File: config.mk
export PLATFORM = sky130hd
export DESIGN_NAME = psram_mux_ctrl
export DESIGN_NICKNAME = d
export VERILOG_FILES = /design/src/rtl/psram_mux_ctrl.sv
export SDC_FILE = /design/constraint.sdc
export NUM_CORES = 1
export LEC_CHECK = 0
export BUFFER_PORTS_ARGS = -buffer_cell sky130_fd_sc_hd__clkbuf_2
export CAP_MARGIN = 0
export CORE_ASPECT_RATIO = 0.9
export CORE_MARGIN = 2
export CORE_UTILIZATION = 48
export DETAILED_ROUTE_END_ITERATION = 8
export PLACE_DENSITY = 0.76
export SETUP_SLACK_MARGIN = 0.15
export SKIP_LAST_GASP = 1
export SYNTH_ARGS = -nofsm -noshare
export SYNTH_HDL_FRONTEND = slang
export SYNTH_SLANG_ARGS = --single-unit
File: constraint.sdc
create_clock -name clk -period 2.83 [get_ports clk]
set_input_delay 0.566 -clock clk [delete_from_list [all_inputs] [get_ports clk]]
set_output_delay 0.566 -clock clk [all_outputs]
set_load 0.02 [all_outputs]
File: src/rtl/psram_mux_ctrl.sv
module psram_mux_ctrl #(
  parameter int AW           = 21,
  parameter int DW           = 16,
  parameter int CLK_PS       = 4000,
  parameter int T_ADVLO_PS   = 5000,
  parameter int T_ASETUP_PS  = 5000,
  parameter int T_CSADV_PS   = 7000,
  parameter int T_AHOLD_PS   = 2000,
  parameter int T_ADVCMD_PS  = 5000,
  parameter int T_ACC_PS     = 70000,
  parameter int T_OEACC_PS   = 20000,
  parameter int T_RCYC_PS    = 80000,
  parameter int T_WPULSE_PS  = 55000,
  parameter int T_DSETUP_PS  = 20000,
  parameter int T_WCYC_PS    = 70000,
  parameter int T_CSHI_PS    = 5000,
  parameter int T_OEADV_PS   = 8000,
  parameter int T_TURN_PS    = 8000,
  parameter int T_WEMAX_PS   = 2500000,
  parameter int T_PWRUP_PS   = 150000000
) (
  input  logic          clk,
  input  logic          rst_n,
  input  logic          req_valid,
  output logic          req_ready,
  input  logic          req_write,
  input  logic [AW-1:0] req_addr,
  input  logic [DW-1:0] req_wdata,
  input  logic [1:0]    req_be,
  output logic          rsp_done,
  output logic [DW-1:0] rsp_rdata,
  output logic          mem_cs_n,
  output logic          mem_adv_n,
  output logic          mem_oe_n,
  output logic          mem_we_n,
  output logic          mem_ub_n,
  output logic          mem_lb_n,
  output logic [AW-DW-1:0] mem_a_hi,
  output logic [DW-1:0] mem_dq_out,
  output logic          mem_dq_oe,
  input  logic [DW-1:0] mem_dq_in
);

  function automatic int cdiv(input int t);
    int c;
    c = (t + CLK_PS - 1) / CLK_PS;
    return (c < 1) ? 1 : c;
  endfunction

  function automatic int mx(input int a, input int b);
    return (a > b) ? a : b;
  endfunction

  localparam int N_ADDR  = cdiv(mx(mx(T_ADVLO_PS, T_ASETUP_PS), T_CSADV_PS));
  localparam int N_AHOLD = cdiv(T_AHOLD_PS);
  localparam int N_HOLD  = mx(N_AHOLD + 1, cdiv(T_ADVCMD_PS));
  localparam int N_RD    = mx(1, mx(mx(cdiv(T_ACC_PS) - N_HOLD, cdiv(T_OEACC_PS)),
                                    cdiv(T_RCYC_PS) - N_ADDR - N_HOLD));
  localparam int N_WR    = mx(1, mx(mx(cdiv(T_WPULSE_PS), cdiv(T_DSETUP_PS)),
                                    cdiv(T_WCYC_PS) - N_ADDR - N_HOLD));
  localparam int N_REC   = mx(mx(cdiv(T_CSHI_PS), cdiv(T_OEADV_PS)), cdiv(T_TURN_PS));
  localparam int N_WEMAX = T_WEMAX_PS / CLK_PS;
  localparam int N_PWR   = cdiv(T_PWRUP_PS);
  localparam int CW      = $clog2(mx(N_PWR, N_WEMAX) + 1);

  typedef enum logic [2:0] {S_PWR, S_IDLE, S_ADDR, S_HOLD, S_RD, S_WR, S_REC} st_t;

  st_t state, state_nx;
  logic [CW-1:0] cnt, cnt_nx;
  logic          wr_q;
  logic [AW-1:0] addr_q;
  logic [DW-1:0] wdata_q;
  logic [1:0]    be_q;

  logic          accept;
  logic          write_nx;
  logic [AW-1:0] addr_nx;
  logic [DW-1:0] wdata_nx;
  logic [1:0]    be_nx;
  logic          act_nx, sel_addr_nx, drive_nx;
  logic          rd_last, wr_last;

  assign req_ready = (state == S_IDLE);
  assign accept    = req_valid && req_ready;
  assign write_nx  = accept ? req_write : wr_q;
  assign addr_nx   = accept ? req_addr  : addr_q;
  assign wdata_nx  = accept ? req_wdata : wdata_q;
  assign be_nx     = accept ? req_be    : be_q;
  assign rd_last   = (state == S_RD) && (cnt == CW'(N_RD - 1));
  assign wr_last   = (state == S_WR) && (cnt == CW'(N_WR - 1));

  always_comb begin
    state_nx = state;
    case (state)
      S_PWR:  if (cnt == CW'(N_PWR - 1))  state_nx = S_IDLE;
      S_IDLE: if (req_valid)              state_nx = S_ADDR;
      S_ADDR: if (cnt == CW'(N_ADDR - 1)) state_nx = S_HOLD;
      S_HOLD: if (cnt == CW'(N_HOLD - 1)) state_nx = wr_q ? S_WR : S_RD;
      S_RD:   if (rd_last)                state_nx = S_REC;
      S_WR:   if (wr_last)                state_nx = S_REC;
      S_REC:  if (cnt == CW'(N_REC - 1))  state_nx = S_IDLE;
      default:                            state_nx = S_IDLE;
    endcase
    cnt_nx = (state_nx != state) ? '0 : cnt + 1'b1;
  end

  always_comb begin
    act_nx      = state_nx inside {S_ADDR, S_HOLD, S_RD, S_WR};
    sel_addr_nx = (state_nx == S_ADDR) || (state_nx == S_HOLD && cnt_nx < CW'(N_AHOLD));
    drive_nx    = sel_addr_nx || (state_nx == S_WR) || (state_nx == S_HOLD && write_nx);
  end

  always_ff @(posedge clk) begin
    if (!rst_n) begin
      state   <= S_PWR;
      cnt     <= '0;
      wr_q    <= 1'b0;
      addr_q  <= '0;
      wdata_q <= '0;
      be_q    <= '0;
    end else begin
      state   <= state_nx;
      cnt     <= cnt_nx;
      wr_q    <= write_nx;
      addr_q  <= addr_nx;
      wdata_q <= wdata_nx;
      be_q    <= be_nx;
    end
  end

  always_ff @(posedge clk) begin
    if (!rst_n) begin
      mem_cs_n   <= 1'b1;
      mem_adv_n  <= 1'b1;
      mem_oe_n   <= 1'b1;
      mem_we_n   <= 1'b1;
      mem_ub_n   <= 1'b1;
      mem_lb_n   <= 1'b1;
      mem_a_hi   <= '0;
      mem_dq_out <= '0;
      mem_dq_oe  <= 1'b0;
    end else begin
      mem_cs_n   <= !act_nx;
      mem_adv_n  <= (state_nx != S_ADDR);
      mem_oe_n   <= (state_nx != S_RD);
      mem_we_n   <= (state_nx != S_WR);
      mem_ub_n   <= !(act_nx && be_nx[1]);
      mem_lb_n   <= !(act_nx && be_nx[0]);
      mem_a_hi   <= addr_nx[AW-1:DW];
      mem_dq_out <= sel_addr_nx ? addr_nx[DW-1:0] : wdata_nx;
      mem_dq_oe  <= drive_nx;
    end
  end

  always_ff @(posedge clk) begin
    if (!rst_n) begin
      rsp_done  <= 1'b0;
      rsp_rdata <= '0;
    end else begin
      rsp_done <= rd_last || wr_last;
      if (rd_last) rsp_rdata <= mem_dq_in;
    end
  end

  logic [CW-1:0] we_lo_cnt;
  always_ff @(posedge clk) begin
    if (!rst_n || mem_we_n) we_lo_cnt <= '0;
    else if (we_lo_cnt != '1) we_lo_cnt <= we_lo_cnt + 1'b1;
  end

  AST_PWRUP_DESEL: assert property (@(posedge clk) disable iff (!rst_n)
    (state == S_PWR) |-> mem_cs_n) else $error("select during power-up");
  AST_ACCEPT_STROBE: assert property (@(posedge clk) disable iff (!rst_n)
    (req_valid && req_ready) |=> (!mem_cs_n && !mem_adv_n && !req_ready));
  AST_READ_BUS_FREE: assert property (@(posedge clk) disable iff (!rst_n)
    !mem_oe_n |-> !mem_dq_oe) else $error("bus driven while RAM output open");
  AST_WE_CAP: assert property (@(posedge clk) disable iff (!rst_n)
    we_lo_cnt <= CW'(N_WEMAX)) else $error("write enable low too long");
  AST_DESEL_QUIET: assert property (@(posedge clk) disable iff (!rst_n)
    mem_cs_n |-> (mem_adv_n && mem_oe_n && mem_we_n && !mem_dq_oe));
  AST_DONE_PULSE: assert property (@(posedge clk) disable iff (!rst_n)
    rsp_done |=> !rsp_done) else $error("done longer than one cycle");

endmodule

==> impl_results.md, run 1 <==
* Unrepaired setup endpoints after global routing: true
* Standard cell with the maximum stage delay on the critical path: sky130_fd_sc_hd__or4_4
* Setup slack after layout at -0.0144 ns
* Count of standard-cell rows at 32
* Worst endpoint data arrival time at 3.10 ns
* Detailed placer's ending HPWL at 6780 um
* Pins over their slew limit at 0
* Capture point of the worst reg-to-reg path: mem_dq_out[5]
* Setup-failing EPs final at 8
* Vias in the first global route at 3,367
* Number of buffers between clock root and the deepest sink at 2
* Area after DPL at 0.00496 sq mm
* Core outline area at 0.00853 sq mm
* Yosys warnings at 0
* CTS H-Tree Depth at 3
* Cell type with the largest total area after synthesis: sky130_fd_sc_hd__dfxtp_1
* Overall die height at 92.6 um
* Area share of the largest cell type after synthesis at 0.474
* Length of the first detailed-routing pass in iterations at 4
* Static power due to leakage at 2.16 nW
* Total Die Area at 0.00948 sq mm
* Number of sinks driven by the clock tree at 99
* Final setup skew at 0.0167 ns
* Crit. End Element: register
* F_max at 0.352 GHz
* Clock root buffer: sky130_fd_sc_hd__clkbuf_8
* Final cell count without fillers at 714
* End point of the most critical hold path: rsp_rdata[5]
* Post-layout power at 0.00241 W
* Antenna violations before repair at 0
* Worst supply voltage drop on vdd at 224 uV
* ANT cells at 0
* # placed instances at 691
* Placer's final routability congestion estimate at 0.990
* Critical path peak fanout at 8
* Top-level port count at 105
* IO Port Bufs at 104
* Reg2Reg Depth at 8
* Final worst-path cycle share at 1.01
* Most used DFF post-synth: sky130_fd_sc_hd__dfxtp_1
* Detailed-route vias per instance at 5.14
* Count of flip-flops with a built-in enable after synthesis at 0
* # hold bufs at CTS at 0
* Most used standard cell by instance count after synthesis: sky130_fd_sc_hd__nand2_1
* Starting density of the core at 0.491
* Internal reg-to-reg setup slack at -0.01 ns
* Share of layout cells above drive strength 1 at 0.345
* Cts bufs inserted at 9
* Measured slew at the worst slew-check pin at 0.671 ns
* Startpoint Class: register
* Sequential share of the synthesized area at 0.474
* Most used cell, CP: sky130_fd_sc_hd__or4_4
* Start point of the worst hold path: mem_dq_in[5]
* Mapped cell area at 0.00418 sq mm
* Count of endpoints failing hold in the final timing report at 0
* Min cycle time layout at 2.84 ns
* Remaining design rule violation count at 0
* Mapped Nets at 531
* Critical-path cell list: or4_4, or4_4, o32ai_4, a21oi_2, nor2b_4, a31oi_4, buf_12, mux2_4
* Post-detailed-route count of antenna-violating nets at 0
* Violations in the final reports: setup timing
* Power density over the cells at 450 mW/mm^2
* Worst flop-to-flop path startpoint: cnt[8]
* Biggest area contributors in the synthesized netlist: sky130_fd_sc_hd__dfxtp_1 47%, sky130_fd_sc_hd__nand2_1 11%, sky130_fd_sc_hd__a21boi_0 10%
* GRT Resource Usage Total at 0.212
* Max-cap violations at 0
* Count of unique library cells instantiated by Yosys at 55
* Critical path start-end classification: reg2reg
* Worst slew margin relative to its limit at 0.553
* Commonest cells in the synthesized netlist: 128 x sky130_fd_sc_hd__nand2_1, 99 x sky130_fd_sc_hd__dfxtp_1, 57 x sky130_fd_sc_hd__a21boi_0, 24 x sky130_fd_sc_hd__clkbuf_1, 22 x sky130_fd_sc_hd__nor2_1
* Largest net degree at the start of global routing at 41
* Status: complete, but fails checks
* CTS tree: yes
* Flop and latch count out of synthesis at 99
* Die width at 102 um
* Post-DR wirelength/cell at 14.2 um
* Fin area at 0.00535 sq mm
* Worst hold margin at 0.419 ns
* Fraction of registers with async set or reset after synthesis at 0
* Clock-pin slew reported for the worst setup and hold paths after clock tree synthesis at 0.11 ns
* DRC marker count from the first detailed-route iteration at 145
* Worst hold path stage count at 3
* Biggest cell delay along the critical path at 0.62 ns
* First-pass GRT wire length at 15,800 um
* Worst min-delay path category: in2reg
* Average cell area after synthesis at 8.90 sq um
* Total wire length at 10,100 um
* Instance count of the mapped netlist at 470
* Insertion delay to the later sink of the worst-skew pair at 0.37 ns
* Total grt overflow at 0
* WP data required at 3.09 ns
* Post-synthesis to final-layout area growth at 28.0%
* Total via count after detailed routing at 3,667
* Fin nets at 651
-- cells by family after synthesis --
kind of cell    after synthesis  share of synthesized area
xor+xnor                     13                     0.0272
simple gates                212                      0.234
mux                          17                     0.0544
buf+inv                      39                     0.0476
fa+ha+maj                     2                    0.00598
compound gates               88                      0.157
flops                        99                      0.474
-- through the flow --
stage,setup slack (ns),TNS [ns],utilization
after global placement,-0.0417,-0.325,0.582
after detailed placement,-0.147,-1.83,0.582
final,-0.0144,-0.0529,0.628
after global routing,-0.0906,-1.18,0.628
after CTS,0.0165,0,0.620
after floorplan,-0.0662,-0.662,-
-- metal layers --
layer  global-route usage  up-vias  part of all wire
met2                0.338      103              0.48
met3               0.0513       23             0.050
met1                0.273     1716              0.45
met5                    0        -                 0
met4               0.0900        0             0.023
li1                     -     1825                 -
-- sequential cells by signal, summed over array words and instances (netlist names) --
name,cells
addr_q,21
be_q,2
cnt,16
mem_adv_n,1
mem_cs_n,1
mem_dq_oe,1
mem_dq_out,16
mem_lb_n,1
mem_oe_n,1
mem_ub_n,1
mem_we_n,1
rsp_done,1
rsp_rdata,16
state,3
wdata_q,16
wr_q,1
-- area by class of cell --
class | count | area [sq um]
Fill cell | 734 | 3170
Multi-Input combinational cell | 332 | 2130
Sequential cell | 99 | 1990
Timing Repair Buffer | 143 | 873
Tap cell | 119 | 149
Clock buffer | 9 | 124
Clock inverter | 7 | 68.8
Inverter | 5 | 18.8
-- placed cells by master (no fill, tap or decap), drive strengths merged, types with 2 or more instances in the layout --
cell type	instances
nor2b	6
xnor2	6
nor3	2
nand3	15
mux2	16
o21ai	7
a31oi	2
nand3b	3
clkbuf	113
a21oi	9
clkinv	3
o2111ai	2
and2	4
a21o	3
and3	3
nor4	5
buf	39
ha	2
a21boi	57
inv	8
or4	5
o31a	2
or3	5
nand4	5
xor2	7
dfxtp	99
nand2	128
nor2	22
nor3b	2
-- how the worst max path moves through the flow --
stage                       start            end  slack [ns]  cells past startpoint
final                      cnt[8]  mem_dq_out[5]       -0.01                      8
after global routing       cnt[0]  mem_dq_out[4]       -0.09                     12
after CTS                 cnt[13]  mem_dq_out[5]        0.02                      8
after detailed placement   cnt[1]  mem_dq_out[8]       -0.15                     10
after global placement     cnt[1]  mem_dq_out[7]       -0.04                     10
after floorplan            cnt[1]  mem_dq_out[0]       -0.07                     10
-- power by group --
| part | switching [W] | total, W | leakage [nW] | internal (W) |
|---|---|---|---|---|
| Combinational | 0.0000575 | 0.000126 | 1.27 | 0.0000683 |
| Sequential | 0.00000264 | 0.00140 | 0.800 | 0.00140 |
| Clock | 0.000543 | 0.000886 | 0.0964 | 0.000343 |
| Total | 0.000603 | 0.00241 | 2.16 | 0.00181 |
-- worst max-delay path, delay by kind of cell, from the launching register on --
kind	cells	cell delay, ns
flops	1	0.33
mux	1	0.30
simple gates	3	1.33
compound gates	3	0.56
buf+inv	1	0.19
-- what timing repair did --
| action | CTS | global route |
|---|---|---|
| gates cloned | 1 | 0 |
| hold endpoints to repair | 0 | 0 |
| setup endpoints to repair | 16 | 17 |
| setup buffers | 6 | 0 |
| pin swaps | 5 | 2 |
| resized for setup | 15 | 15 |
(Power assumes the default switching activity.)
==> inputs of run 2 (changes only) <==
Settings changed: ABC_AREA set to 0, CELL_PAD_IN_SITES_DETAIL_PLACEMENT set to 2, CELL_PAD_IN_SITES_GLOBAL_PLACEMENT set to 2, CORE_UTILIZATION 48 to 28, PLACE_DENSITY 0.76 to unset, PLACE_DENSITY_LB_ADDON set to 0.1.
==> impl_results.md, run 2 (same netlist as run 1, synthesis figures left out) <==
* Crit. End Element: register
* Startpoint Class: register
* Post-Route Setup TNS at 0 ns
* Setup slack after layout at 0.0106 ns
* Post-synthesis to final-layout area growth at 33.4%
* Total wire length at 12,800 um
* Placer's final routability congestion estimate at 0.778
* Remaining design rule violation count at 0
* Crit path buffers/inverters at 1
* GRT Resource Usage Total at 0.165
* Worst slew margin relative to its limit at 0.611
* IO Port Bufs at 104
* Top-level port count at 105
* Post-layout power at 0.00268 W
* Final worst-path cycle share at 0.996
* Worst hold path stage count at 3
* Pins over their slew limit at 0
* Most common cell after layout, fill and taps aside: sky130_fd_sc_hd__nand2_1
* Share of layout cells above drive strength 1 at 0.347
* Register ranked first by flip-flop count: addr_q
* Top cell family by delay on the critical path: simple AND/OR/NAND/NOR gates
* Detailed-route vias per instance at 4.62
* Final setup skew at 0.00661 ns
* Unrepaired setup endpoints after global routing: true
* Post-detailed-route count of antenna-violating nets at 0
* Clock root buffer: sky130_fd_sc_hd__clkbuf_16
* Static power due to leakage at 2.20 nW
* F_max at 0.355 GHz
* Flip-flop count of the largest register, all copies and words added at 21
* Length of the first detailed-routing pass in iterations at 4
* ANT cells at 0
* Number of sinks driven by the clock tree at 99
* Most used cell, CP: sky130_fd_sc_hd__or4_4
* Core outline area at 0.0147 sq mm
* # placed instances at 779
* Critical-path cell list: or4_4, or4_4, o32ai_4, a21oi_2, nor2b_4, a31oi_4, clkbuf_16, mux2_4
* Min cycle time layout at 2.82 ns
* Power density over the cells at 481 mW/mm^2
* Commonest cells after routing, fill and taps aside: 128 x sky130_fd_sc_hd__nand2_1, 104 x sky130_fd_sc_hd__clkbuf_2, 96 x sky130_fd_sc_hd__dfxtp_1, 56 x sky130_fd_sc_hd__a21boi_0, 43 x sky130_fd_sc_hd__buf_4
* Total grt overflow at 0
* Max-cap violations at 0
* Antenna violations before repair at 0
* Worst min-delay path category: in2reg
* Standard cell with the maximum stage delay on the critical path: sky130_fd_sc_hd__or4_4
* Setup-failing EPs final at 0
* Total Die Area at 0.0159 sq mm
* Fin nets at 658
* Clock-pin slew reported for the worst setup and hold paths after clock tree synthesis at 0.06 ns
* WP data required at 3.06 ns
* Status: finished, final reports clean
* Count of standard-cell rows at 42
* CP Depth at 8
* Measured slew at the worst slew-check pin at 0.578 ns
* Critical path start-end classification: reg2reg
* Reg2Reg Depth at 8
* DRC marker count from the first detailed-route iteration at 128
* Place WS at -0.199 ns
* CTS tree: yes
* CTS H-Tree Depth at 3
* Total via count after detailed routing at 3,694
* Worst supply voltage drop on vdd at 302 uV
* # hold bufs at CTS at 0
* Final cell count without fillers at 800
* Starting density of the core at 0.285
* Overall die height at 120 um
* Count of endpoints failing hold in the final timing report at 0
* Insertion delay to the later sink of the worst-skew pair at 0.35 ns
* First-pass GRT wire length at 20,700 um
* Biggest cell delay along the critical path at 0.62 ns
* Vias in the first global route at 3,931
* Die width at 133 um
* Largest net degree at the start of global routing at 40
* Worst endpoint data arrival time at 3.05 ns
* Cts bufs inserted at 9
* Detailed placer's ending HPWL at 9010 um
* Critical path peak fanout at 8
* Number of buffers between clock root and the deepest sink at 2
* Post-DR wirelength/cell at 15.9 um
run 2: worst paths after layout:
kind                  from       endpoint  slack (ns)
min reg2reg  rsp_rdata[15]  rsp_rdata[15]        0.47
max                 cnt[8]  mem_dq_out[2]        0.01
max reg2reg         cnt[8]  mem_dq_out[2]        0.01
min           req_addr[16]     addr_q[16]        0.45
run 2: final cells by class:
| cell class | instances | area (sq um) |
|---|---|---|
| flip-flops and latches | 99 | 1990 |
| fillers | 1654 | 9080 |
| repair buffers | 150 | 908 |
| inverters | 5 | 18.8 |
| clock inverters | 3 | 23.8 |
| clock buffers | 13 | 250 |
| multi-input cells | 332 | 2150 |
| well taps | 198 | 248 |
run 2: timing repair:
action / CTS / global route
endpoints found under the setup margin: 16 / 17
buffers inserted: 3 / 1
resized for setup: 16 / 10
pin swaps: 6 / 5
cloned: 1 / 0
hold endpoints to repair: 0 / 0
run 2: metal layers:
metal | vias to the layer above | share of wire | global-route usage
li1 | 1836 | - | -
met1 | 1776 | 0.46 | 0.204
met2 | 73 | 0.49 | 0.283
met3 | 9 | 0.044 | 0.0431
met4 | 0 | 0.011 | 0.0444
met5 | - | 0 | 0
run 2: worst min-delay path, cell delays in order:
cell and delay (ns):
sky130_fd_sc_hd__clkbuf_2 0.08, sky130_fd_sc_hd__nand2_1 0.04, sky130_fd_sc_hd__a21boi_0 0.06
run 2: where the power goes:
part           switching (W)  total [W]  internal (W)  leakage (nW)
registers         0.00000359    0.00140       0.00140         0.799
clock network       0.000523    0.00115      0.000623         0.126
logic              0.0000642   0.000138     0.0000736          1.28
total               0.000590    0.00268       0.00209          2.20
run 2: per-stage QoR:
step,utilization,hold WS (ns),instance area (sq um)
after CTS,0.376,0.443,5520
after detailed placement,0.350,0.466,5130
after floorplan,-,0.444,4210
after global placement,0.350,0.447,5130
after global routing,0.381,0.455,5580
final,0.381,0.454,5580
==> inputs of run 3 (changes only) <==
Settings changed: PLACE_DENSITY set to 0.85, PLACE_DENSITY_LB_ADDON 0.1 to unset.
==> impl_results.md, run 3 (same netlist as run 1, synthesis figures left out) <==
* Relative contribution of combinational cells to total power at 0.053
* Status: complete, but fails checks
* Starting density of the core at 0.285
* DRC marker count from the first detailed-route iteration at 178
* Antenna violations before repair at 0
* Worst supply voltage drop on vdd at 276 uV
* F_max at 0.344 GHz
* CTS tree: yes
* # placed instances at 775
* Number of sinks driven by the clock tree at 99
* Multi-input gate area at 0.00217 sq mm
* Worst slew margin relative to its limit at 0.483
* Remaining design rule violation count at 0
* Max-cap violations at 0
* Sw power at 0.000619 W
* Flip-flop count of the largest register, all copies and words added at 21
* Startpoint Class: register
* Core outline area at 0.0147 sq mm
* Post-synthesis to final-layout area growth at 34.0%
* Top-level port count at 105
* Power density over the cells at 478 mW/mm^2
* Insertion delay to the later sink of the worst-skew pair at 0.36 ns
* Placer's final routability congestion estimate at 0.813
* Overall die height at 120 um
* Flop pwr share at 0.522
* Worst endpoint data arrival time at 3.15 ns
* Setup-failing EPs final at 10
* Biggest cell delay along the critical path at 0.37 ns
* Final setup skew at 0.00887 ns
* Pins over their slew limit at 0
* Final worst-path cycle share at 1.03
* Post-detailed-route count of antenna-violating nets at 0
* GRT Resource Usage Total at 0.192
* # hold bufs at CTS at 0
* Die width at 133 um
* Detailed placer's ending HPWL at 10,100 um
* Top cell family by delay on the critical path: compound AO/OA/AOI/OAI gates
* Worst min-delay path category: in2reg
* Fill cells at 1,612
* Total grt overflow at 0
* Sequential cell area at 0.00199 sq mm
* WP data required at 3.07 ns
* Place WS at -0.200 ns
* Critical-path cell list: buf_4, nand4_1, o31ai_4, o2111ai_1, nor4b_4, o2111ai_4, a31oi_4, buf_12, buf_16, mux2_4
* Net switching fraction of the power at 0.231
* Critical path peak fanout at 7
* Critical path start-end classification: reg2reg
* CTS H-Tree Depth at 3
* Crit. End Element: register
* Min cycle time layout at 2.91 ns
* Post-DR wirelength/cell at 19.3 um
* Clock root buffer: sky130_fd_sc_hd__clkbuf_16
* Length of the first detailed-routing pass in iterations at 4
* Total via count after detailed routing at 3,863
* Internal power contribution at 0.00206 W
* Most common cell after layout, fill and taps aside: sky130_fd_sc_hd__nand2_1
* Crit path buffers/inverters at 3
* Count of endpoints failing hold in the final timing report at 0
* Cts bufs inserted at 9
* ANT cells at 0
* Fin nets at 657
* Measured slew at the worst slew-check pin at 0.769 ns
* Unrepaired setup endpoints after global routing: true
* Violations in the final reports: setup timing
* Final cell count without fillers at 798
* Setup slack after layout at -0.0802 ns
* Share of layout cells above drive strength 1 at 0.357
* Detailed-route vias per instance at 4.84
* Clock-pin slew reported for the worst setup and hold paths after clock tree synthesis at 0.07 ns
* Static power due to leakage at 2.20 nW
* IO Port Bufs at 104
* Count of standard-cell rows at 42
* Final standard cell utilization of the core at 0.382
* First-pass GRT wire length at 23,600 um
* Standard cell with the maximum stage delay on the critical path: sky130_fd_sc_hd__dfxtp_1
* Clock network fraction of design power at 0.425
* Largest net degree at the start of global routing at 40
* Number of buffers between clock root and the deepest sink at 2
* Post-layout power at 0.00268 W
* Vias in the first global route at 4,268
* Commonest cells after routing, fill and taps aside: 128 x sky130_fd_sc_hd__nand2_1, 104 x sky130_fd_sc_hd__clkbuf_2, 96 x sky130_fd_sc_hd__dfxtp_1, 56 x sky130_fd_sc_hd__a21boi_0, 40 x sky130_fd_sc_hd__buf_4
* Total wire length at 15,400 um
* Post-Route Setup TNS at -0.740 ns
* Total Die Area at 0.0159 sq mm
* Register ranked first by flip-flop count: addr_q
-- run 3: layout make-up --
class | instances | share of cell area
clock inverter | 4 | 0.00513
inverter | 5 | 0.00335
tap | 198 | 0.0442
timing repair buffer | 149 | 0.164
sequential | 99 | 0.354
multi-input combinational | 332 | 0.388
clock buffer | 11 | 0.0415
-- run 3: power groups by stage --
stage | logic (W) | clock network [W] | registers (W)
CTS | 0.000140 | 0.00115 | 0.00140
global route | 0.000155 | 0.00121 | 0.00140
finish | 0.000143 | 0.00114 | 0.00140
floorplan | 0.0000543 | 0 | 0.00143
global placement | 0.000125 | 0 | 0.00143
detailed placement | 0.000133 | 0 | 0.00143
-- run 3: worst register-to-register path: cells and delay by family (launching register included) --
kind	cells	cell delay, ns
simple gates	2	0.68
compound gates	4	0.99
flops	1	0.37
buf+inv	3	0.45
mux	1	0.30
-- run 3: per-layer routing --
| metal | wire (um) | GRT usage |
|---|---|---|
| met1 | 6290 | 0.213 |
| met2 | 8320 | 0.361 |
| met3 | 529 | 0.0368 |
| met4 | 296 | 0.0712 |
| met5 | 0 | 0 |
-- run 3: per-stage QoR --
step	hold WS, ns	cell area [sq um]
detailed placement	0.463	5100
finish	0.441	5610
global route	0.460	5610
global placement	0.448	5100
floorplan	0.444	4210
CTS	0.440	5520
-- run 3: timing repair --
item	CTS	global route
gates cloned	1	0
setup buffers	4	3
pin swaps	5	4
endpoints found under the setup margin	17	21
endpoints found under the hold margin	0	0
gates resized for setup	20	14
-- run 3: path summary, 6_finish.rpt --
path,startpoint,end,slack (ns),cells past startpoint
worst max-delay path,cnt[8],mem_dq_out[10],-0.08,10
worst min-delay path,req_addr[16],addr_q[16],0.44,3
worst max register to register,cnt[8],mem_dq_out[10],-0.08,10
worst min register to register,rsp_rdata[6],rsp_rdata[6],0.47,2
